File: config.mk
export PLATFORM = sky130hd
export DESIGN_NAME = match_timer
export DESIGN_NICKNAME = d
export VERILOG_FILES = /design/src/rtl/mtmr_pkg.sv /design/src/rtl/mtmr_regs.sv /design/src/rtl/mtmr_counter.sv /design/src/rtl/mtmr_compare.sv /design/src/rtl/match_timer.sv
export SDC_FILE = /design/constraint.sdc
export NUM_CORES = 1
export LEC_CHECK = 0
export ABC_AREA = 1
export BUFFER_PORTS_ARGS = -buffer_cell sky130_fd_sc_hd__buf_2
export CAP_MARGIN = 40
export CORE_MARGIN = 8
export CORE_UTILIZATION = 40
export CTS_CLUSTER_DIAMETER = 200
export CTS_CLUSTER_SIZE = 28
export DETAILED_ROUTE_END_ITERATION = 7
export PLACE_DENSITY = 0.53
export SETUP_SLACK_MARGIN = 0.05
export SYNTH_ARGS = -nofsm -noshare
export SYNTH_HDL_FRONTEND = slang
export SYNTH_SLANG_ARGS = --single-unit
File: constraint.sdc
create_clock -name clk -period 5.35 [get_ports clk]
set_input_delay 0.8025 -clock clk [delete_from_list [all_inputs] [get_ports clk]]
set_output_delay 0.8025 -clock clk [all_outputs]
set_load 0.05 [all_outputs]
File: src/rtl/mtmr_pkg.sv
package mtmr_pkg;

  // Word addresses of the register map
  localparam int REG_RUN     = 0;
  localparam int REG_CLKSEL  = 1;
  localparam int REG_MODE    = 2;
  localparam int REG_PRELOAD = 3;
  localparam int REG_SNAP    = 4;
  localparam int REG_STATUS  = 5;
  localparam int REG_ACK     = 6;
  localparam int REG_IRQEN   = 7;
  localparam int REG_MATCH0  = 8;

  typedef enum logic {
    MODE_PERIODIC = 1'b0,
    MODE_FREE     = 1'b1
  } cnt_mode_e;

endpackage

File: src/rtl/mtmr_regs.sv
module mtmr_regs
  import mtmr_pkg::*;
#(
  parameter int CNT_W  = 32,
  parameter int N_CMP  = 3,
  parameter int SEL_W  = 2,
  parameter int ADDR_W = 4
) (
  input  logic                        clk,
  input  logic                        rst,
  input  logic                        bus_sel,
  input  logic                        bus_wr,
  input  logic [ADDR_W-1:0]           bus_addr,
  input  logic [CNT_W-1:0]            bus_wdata,
  input  logic [CNT_W-1:0]            snap_value,
  input  logic [N_CMP-1:0]            status,
  output logic                        run,
  output logic [SEL_W-1:0]            clksel,
  output cnt_mode_e                   mode,
  output logic [CNT_W-1:0]            preload,
  output logic [N_CMP-1:0]            ien,
  output logic [N_CMP-1:0][CNT_W-1:0] match,
  output logic                        snap_req,
  output logic [N_CMP-1:0]            ack_bits,
  output logic [CNT_W-1:0]            bus_rdata
);

  logic wr_en, rd_en;
  logic [CNT_W-1:0] rd_mux;

  assign wr_en = bus_sel & bus_wr;
  assign rd_en = bus_sel & ~bus_wr;

  function automatic logic addr_is(input logic [ADDR_W-1:0] a, input int r);
    return int'(a) == r;
  endfunction

  assign snap_req = wr_en && addr_is(bus_addr, REG_SNAP) && bus_wdata[0];
  assign ack_bits = (wr_en && addr_is(bus_addr, REG_ACK)) ? bus_wdata[N_CMP-1:0] : '0;

  always_ff @(posedge clk) begin
    if (rst) begin
      run     <= 1'b0;
      clksel  <= '0;
      mode    <= MODE_PERIODIC;
      preload <= '0;
      ien     <= '0;
    end else if (wr_en) begin
      if (addr_is(bus_addr, REG_RUN))     run     <= bus_wdata[0];
      if (addr_is(bus_addr, REG_CLKSEL))  clksel  <= bus_wdata[SEL_W-1:0];
      if (addr_is(bus_addr, REG_MODE))    mode    <= cnt_mode_e'(bus_wdata[0]);
      if (addr_is(bus_addr, REG_PRELOAD)) preload <= bus_wdata;
      if (addr_is(bus_addr, REG_IRQEN))   ien     <= bus_wdata[N_CMP-1:0];
    end
  end

  for (genvar g = 0; g < N_CMP; g++) begin : g_match
    always_ff @(posedge clk) begin
      if (rst)
        match[g] <= '0;
      else if (wr_en && addr_is(bus_addr, REG_MATCH0 + g))
        match[g] <= bus_wdata;
    end
  end

  always_comb begin
    rd_mux = '0;
    if (addr_is(bus_addr, REG_RUN))     rd_mux = CNT_W'(run);
    if (addr_is(bus_addr, REG_CLKSEL))  rd_mux = CNT_W'(clksel);
    if (addr_is(bus_addr, REG_MODE))    rd_mux = CNT_W'(mode);
    if (addr_is(bus_addr, REG_PRELOAD)) rd_mux = preload;
    if (addr_is(bus_addr, REG_SNAP))    rd_mux = snap_value;
    if (addr_is(bus_addr, REG_STATUS))  rd_mux = CNT_W'(status);
    if (addr_is(bus_addr, REG_IRQEN))   rd_mux = CNT_W'(ien);
    for (int i = 0; i < N_CMP; i++)
      if (addr_is(bus_addr, REG_MATCH0 + i)) rd_mux = match[i];
  end

  always_ff @(posedge clk) begin
    if (rst)
      bus_rdata <= '0;
    else if (rd_en)
      bus_rdata <= rd_mux;
  end

endmodule

File: src/rtl/mtmr_counter.sv
module mtmr_counter
  import mtmr_pkg::*;
#(
  parameter int CNT_W      = 32,
  parameter int N_SRC      = 4,
  parameter int SEL_W      = 2,
  parameter int SNAP_DELAY = 2
) (
  input  logic             clk,
  input  logic             rst,
  input  logic             run,
  input  logic [SEL_W-1:0] clksel,
  input  cnt_mode_e        mode,
  input  logic [CNT_W-1:0] preload,
  input  logic [CNT_W-1:0] match0,
  input  logic [N_SRC-1:0] tick_in,
  input  logic             snap_req,
  output logic [CNT_W-1:0] count,
  output logic             cnt_step,
  output logic             reload,
  output logic [CNT_W-1:0] snap_value
);

  function automatic logic [CNT_W-1:0] next_count(input logic [CNT_W-1:0] cur,
                                                  input logic [CNT_W-1:0] restart,
                                                  input logic             take_restart);
    return take_restart ? restart : cur + CNT_W'(1);
  endfunction

  assign cnt_step = run && tick_in[clksel];
  assign reload   = (mode == MODE_PERIODIC) && (count == match0);

  always_ff @(posedge clk) begin
    if (rst)
      count <= '0;
    else if (cnt_step)
      count <= next_count(count, preload, reload);
  end

  // Snapshot transfer: one capture stage, then SNAP_DELAY-1 carry stages
  logic [SNAP_DELAY-1:0]            pipe_v;
  logic [SNAP_DELAY-1:0][CNT_W-1:0] pipe_d;

  always_ff @(posedge clk) begin
    if (rst) begin
      pipe_v[0] <= 1'b0;
      pipe_d[0] <= '0;
    end else begin
      pipe_v[0] <= snap_req;
      if (snap_req) pipe_d[0] <= count;
    end
  end

  for (genvar k = 1; k < SNAP_DELAY; k++) begin : g_stage
    always_ff @(posedge clk) begin
      if (rst) begin
        pipe_v[k] <= 1'b0;
        pipe_d[k] <= '0;
      end else begin
        pipe_v[k] <= pipe_v[k-1];
        pipe_d[k] <= pipe_d[k-1];
      end
    end
  end

  always_ff @(posedge clk) begin
    if (rst)
      snap_value <= '0;
    else if (pipe_v[SNAP_DELAY-1])
      snap_value <= pipe_d[SNAP_DELAY-1];
  end

endmodule

File: src/rtl/mtmr_compare.sv
module mtmr_compare #(
  parameter int CNT_W = 32,
  parameter int N_CMP = 3
) (
  input  logic                        clk,
  input  logic                        rst,
  input  logic [CNT_W-1:0]            count,
  input  logic                        cnt_step,
  input  logic [N_CMP-1:0][CNT_W-1:0] match,
  input  logic [N_CMP-1:0]            ack_bits,
  output logic [N_CMP-1:0]            match_hit,
  output logic [N_CMP-1:0]            status
);

  // Set has priority over an acknowledge in the same cycle
  function automatic logic sticky_next(input logic cur, input logic clr, input logic set);
    return set | (cur & ~clr);
  endfunction

  for (genvar g = 0; g < N_CMP; g++) begin : g_cmp
    assign match_hit[g] = cnt_step && (count == match[g]);

    always_ff @(posedge clk) begin
      if (rst)
        status[g] <= 1'b0;
      else
        status[g] <= sticky_next(status[g], ack_bits[g], match_hit[g]);
    end
  end

endmodule

File: src/rtl/match_timer.sv
module match_timer
  import mtmr_pkg::*;
#(
  parameter int CNT_W      = 32,
  parameter int N_CMP      = 3,
  parameter int N_SRC      = 4,
  parameter int ADDR_W     = 4,
  parameter int SNAP_DELAY = 2
) (
  input  logic              clk,
  input  logic              rst,
  input  logic              bus_sel,
  input  logic              bus_wr,
  input  logic [ADDR_W-1:0] bus_addr,
  input  logic [CNT_W-1:0]  bus_wdata,
  output logic [CNT_W-1:0]  bus_rdata,
  input  logic [N_SRC-1:0]  tick_in,
  output logic              irq
);

  localparam int SEL_W = (N_SRC > 1) ? $clog2(N_SRC) : 1;

  logic                        run;
  logic [SEL_W-1:0]            clksel;
  cnt_mode_e                   mode;
  logic [CNT_W-1:0]            preload;
  logic [N_CMP-1:0]            ien;
  logic [N_CMP-1:0][CNT_W-1:0] match;
  logic                        snap_req;
  logic [N_CMP-1:0]            ack_bits;
  logic [CNT_W-1:0]            count;
  logic                        cnt_step;
  logic                        reload;
  logic [CNT_W-1:0]            snap_value;
  logic [N_CMP-1:0]            match_hit;
  logic [N_CMP-1:0]            status;

  mtmr_regs #(.CNT_W(CNT_W), .N_CMP(N_CMP), .SEL_W(SEL_W), .ADDR_W(ADDR_W)) u_regs (
    .clk(clk), .rst(rst), .bus_sel(bus_sel), .bus_wr(bus_wr), .bus_addr(bus_addr),
    .bus_wdata(bus_wdata), .snap_value(snap_value), .status(status), .run(run),
    .clksel(clksel), .mode(mode), .preload(preload), .ien(ien), .match(match),
    .snap_req(snap_req), .ack_bits(ack_bits), .bus_rdata(bus_rdata)
  );

  mtmr_counter #(.CNT_W(CNT_W), .N_SRC(N_SRC), .SEL_W(SEL_W), .SNAP_DELAY(SNAP_DELAY)) u_cnt (
    .clk(clk), .rst(rst), .run(run), .clksel(clksel), .mode(mode), .preload(preload),
    .match0(match[0]), .tick_in(tick_in), .snap_req(snap_req), .count(count),
    .cnt_step(cnt_step), .reload(reload), .snap_value(snap_value)
  );

  mtmr_compare #(.CNT_W(CNT_W), .N_CMP(N_CMP)) u_cmp (
    .clk(clk), .rst(rst), .count(count), .cnt_step(cnt_step), .match(match),
    .ack_bits(ack_bits), .match_hit(match_hit), .status(status)
  );

  assign irq = |(status & ien);

endmodule

==> run_results.csv <==
group,metric,value,unit
run_status,status,"completed",
clocking,clock_tree.htree_level_count,1,
timing,timing.final.hold_violations,0,
timing,finalWorstSetupSlack,2134,ps
detailed_routing,routedWlPerCell,18.28,um
placed_design,gpl.final_weighted_congestion,0.9800,
detailed_routing,met3_length,1994,um
timing,final.setup_skew,17.52,ps
detailed_routing,detail_route.drc_violations,0,
global_routing,grt_pass1_wl,71730,um
job,number_of_max_cap_violations,0,
synth,synth_largest_area_cell,"sky130_fd_sc_hd__dfxtp_1",
clocking,cts_tree,"yes",
placed_design,postPlaceCellArea,14640,um^2
layout,n_antenna_cell,0,
min_path,hold_class,"flop to flop",
synth,synthesis.area,14100,um^2
worst_setup_path,worst-endpoint-required,5800,ps
clocking,clockBufferDepth,3,
synth,synth.avg_cell_area,6.829,um^2
layout,syn_to_final_growth,6.595,%
floorplanning,dieArea,41500,um^2
detailed_routing,antenna_left,0,
placed_design,place_hpwl,31250,um
layout,layout.area.seq,6006,um^2
layout,final_util,43.39,%
clocking,post_cts_resized,0,
layout,combined_area_of_the_multi_input_logic_cells,6367,um^2
layout,fin_nets,2079,
synth,register_area_share_after_synthesis,42.61,%
global_routing,total_grt_overflow,0,
detailed_routing,wirelength,45500,um
worst_setup_path,cp.arrival,3660,ps
clocking,cts.reportedPaths.clkPinSlew,120,ps
floorplanning,ios,77,
timing,setup_viol,0,
synth,synth_largest_type_area_fraction,42.61,%
power_and_ir_drop,vdd_ir_drop_max,0.0001953,V
clocking,cts_post_setup_buffers_inserted,0,
clocking,cts.sinks,300,
global_routing,grt_use_total,21.38,%
synth,post_synth_inst_count,2064,
placed_design,dpl_worst_slack,2128,ps
worst_setup_path,setup.worst_path.start_class,"flop",
timing,period_needed,3216,ps
worst_setup_path,critical_path_class,"flop to flop",
min_path,hold_start,"u_cnt.pipe_v[0]",
layout,number_of_fill_cells_in_the_layout,3707,
detailed_routing,maxUsedRoutingLayer,"met4",
worst_setup_path,crit_start,"u_cnt.count[17]",
detailed_routing,post_drt_via_cell_ratio,5.270,
synth,yosys_warnings,0,
timing,max-slew-margin-rel,41.29,%
power_and_ir_drop,total_leakage_power,5.640,nW
global_routing,antenna_violations_before_repair,0,
global_routing,grt_pass1_vias,12410,
layout,fin_area,15030,um^2
clocking,cts_made_buffers,14,
floorplanning,die_height,203.7,um
timing,worst_hold_slack,415.4,ps
timing,grt_setup_unrepaired,"no",
clocking,cts.hold.buffers_added,0,
synth,synth.area.top_cells,"sky130_fd_sc_hd__dfxtp_1, sky130_fd_sc_hd__a21oi_1, sky130_fd_sc_hd__nand2_1",
worst_setup_path,cp-end-kind,"flop",
clocking,clk_root_buffer_cell,"sky130_fd_sc_hd__clkbuf_16",
layout,drive_above_1_share,7.178,%
timing,final_max_slew_violation_count,0,
clocking,clock_insertion_delay_at_the_later_pin_of_the_skew_report,520,ps
detailed_routing,drtPass1Iterations,5,
floorplanning,die_w,203.7,um
synth,synth_register_bits,300,
floorplanning,coreArea,34630,um^2
timing,maxClockFrequency,311.0,MHz
timing,period_share,60.11,%
timing,worst_pin_slew,878.6,ps
floorplanning,fp-row-count,68,
detailed_routing,route.vias.total,13120,
detailed_routing,detailedRoute.firstIterationViolations,1083,
worst_setup_path,timing.rr.start,"u_cnt.count[17]",
floorplanning,floorplan.initialDensity,40.71,%
detailed_routing,met2RoutedLength,20660,um
worst_setup_path,critical_path_peak_fanout,40,
timing,tns,0,ps
detailed_routing,m1WireLength,21670,um
power_and_ir_drop,power_density_relative_to_cell_area,260.6,nW/um^2
placed_design,placement.io_buffers,76,
synth,postSynthNetCount,2109,
synth,synth.distinct_cells,29,
global_routing,grt_max_degree,105,
-- where the power goes --
| group | leakage [nW] | total [W] | switching [W] | internal (W) |
|---|---|---|---|---|
| clock network | 0.189 | 0.00126 | 0.000749 | 0.000512 |
| registers | 2.42 | 0.00227 | 0.0000140 | 0.00225 |
| logic | 3.03 | 0.000389 | 0.000284 | 0.000105 |
| total | 5.64 | 0.00392 | 0.00105 | 0.00287 |
-- critical path, cell delays in order (launching register included) --
cell,delay (ps)
sky130_fd_sc_hd__dfxtp_1,620
sky130_fd_sc_hd__inv_2,170
sky130_fd_sc_hd__nand2_1,90
sky130_fd_sc_hd__nand2_1,60
sky130_fd_sc_hd__inv_1,80
sky130_fd_sc_hd__nand2_1,60
sky130_fd_sc_hd__nor2_1,150
sky130_fd_sc_hd__nand2_1,120
sky130_fd_sc_hd__nor2_4,660
sky130_fd_sc_hd__nand3_4,650
sky130_fd_sc_hd__nand2_1,210
sky130_fd_sc_hd__nand3_1,100
sky130_fd_sc_hd__a21oi_1,160
-- per-layer routing --
layer | vias up | track usage (%)
li1 | 6561 | -
met1 | 6154 | 29.83
met2 | 342 | 34.90
met3 | 60 | 1.999
met4 | 0 | 5.698
met5 | - | 0
-- layout by cell type (no fill, tap or decap), drive strengths merged --
master,synthesis,layout
nand2,390,390
dfxtp,300,300
a21oi,295,295
inv,285,286
o21ai,263,263
nor2,157,157
buf,53,95
nand3,76,76
nand4,46,46
xor2,36,36
o22ai,29,29
nor3,26,26
clkbuf,88,15
xnor2,11,11
clkinv,3,3
nor4,2,2
nand3b,2,2
o221ai,1,1
ha,1,1
-- flip-flops by register name, summed over array words and instances, names as in the netlist --
signal and flops:
u_regs.ien 3, u_regs.bus_rdata 32, u_regs.clksel 2, u_cnt.pipe_v 2, u_regs.match 96, u_regs.preload 32
u_cnt.snap_value 32, u_regs.mode 1, u_regs.run 1, u_cnt.pipe_d 64, u_cmp.status 3, u_cnt.count 32
-- cells in the mapped netlist, drive strengths merged --
cell type,number
xnor2,11
clkbuf,88
nand3b,2
o221ai,1
buf,53
xor2,36
nor4,2
inv,285
nand2,390
ha,1
clkinv,3
nor3,26
o21ai,263
a21oi,295
nand3,76
nor2,157
dfxtp,300
nand4,46
o22ai,29
-- layout make-up --
class	instances	share of cell area, %
inverter	288	7.245
sequential	300	39.97
timing repair buffer	95	4.064
clock buffer	15	2.498
multi-input combinational	1335	42.38
tap	455	3.789
clock inverter	1	0.05829
-- cell families (layout without fill, tap and decap cells) --
group | after synthesis | count (layout) | share of synthesized area, %
adder cells (fa/ha/maj) | 1 | 1 | 0.08875
flip-flops | 300 | 300 | 42.61
AO/OA/AOI/OAI | 588 | 588 | 21.16
AND/OR/NAND/NOR | 699 | 699 | 20.74
buffers and inverters | 429 | 399 | 12.48
XOR/XNOR | 47 | 47 | 2.920
-- final timing paths --
path,end,slack [ps],cells past startpoint
min reg2reg,u_cnt.pipe_v[1],420,2
max reg2reg,u_cnt.count[9],2130,12
min,u_cnt.pipe_v[1],420,2
max,u_cnt.count[9],2130,12
-- through the flow --
step / cells / total power [W]
3_5_place_dp: 2473 / 0.002703
2_1_floorplan: 2064 / 0.002599
5_1_grt: 2489 / 0.004077
3_3_place_gp: 2469 / 0.002691
4_1_cts: 2489 / 0.003952
6_report: 2489 / 0.003915
(Power assumes the default switching activity.)
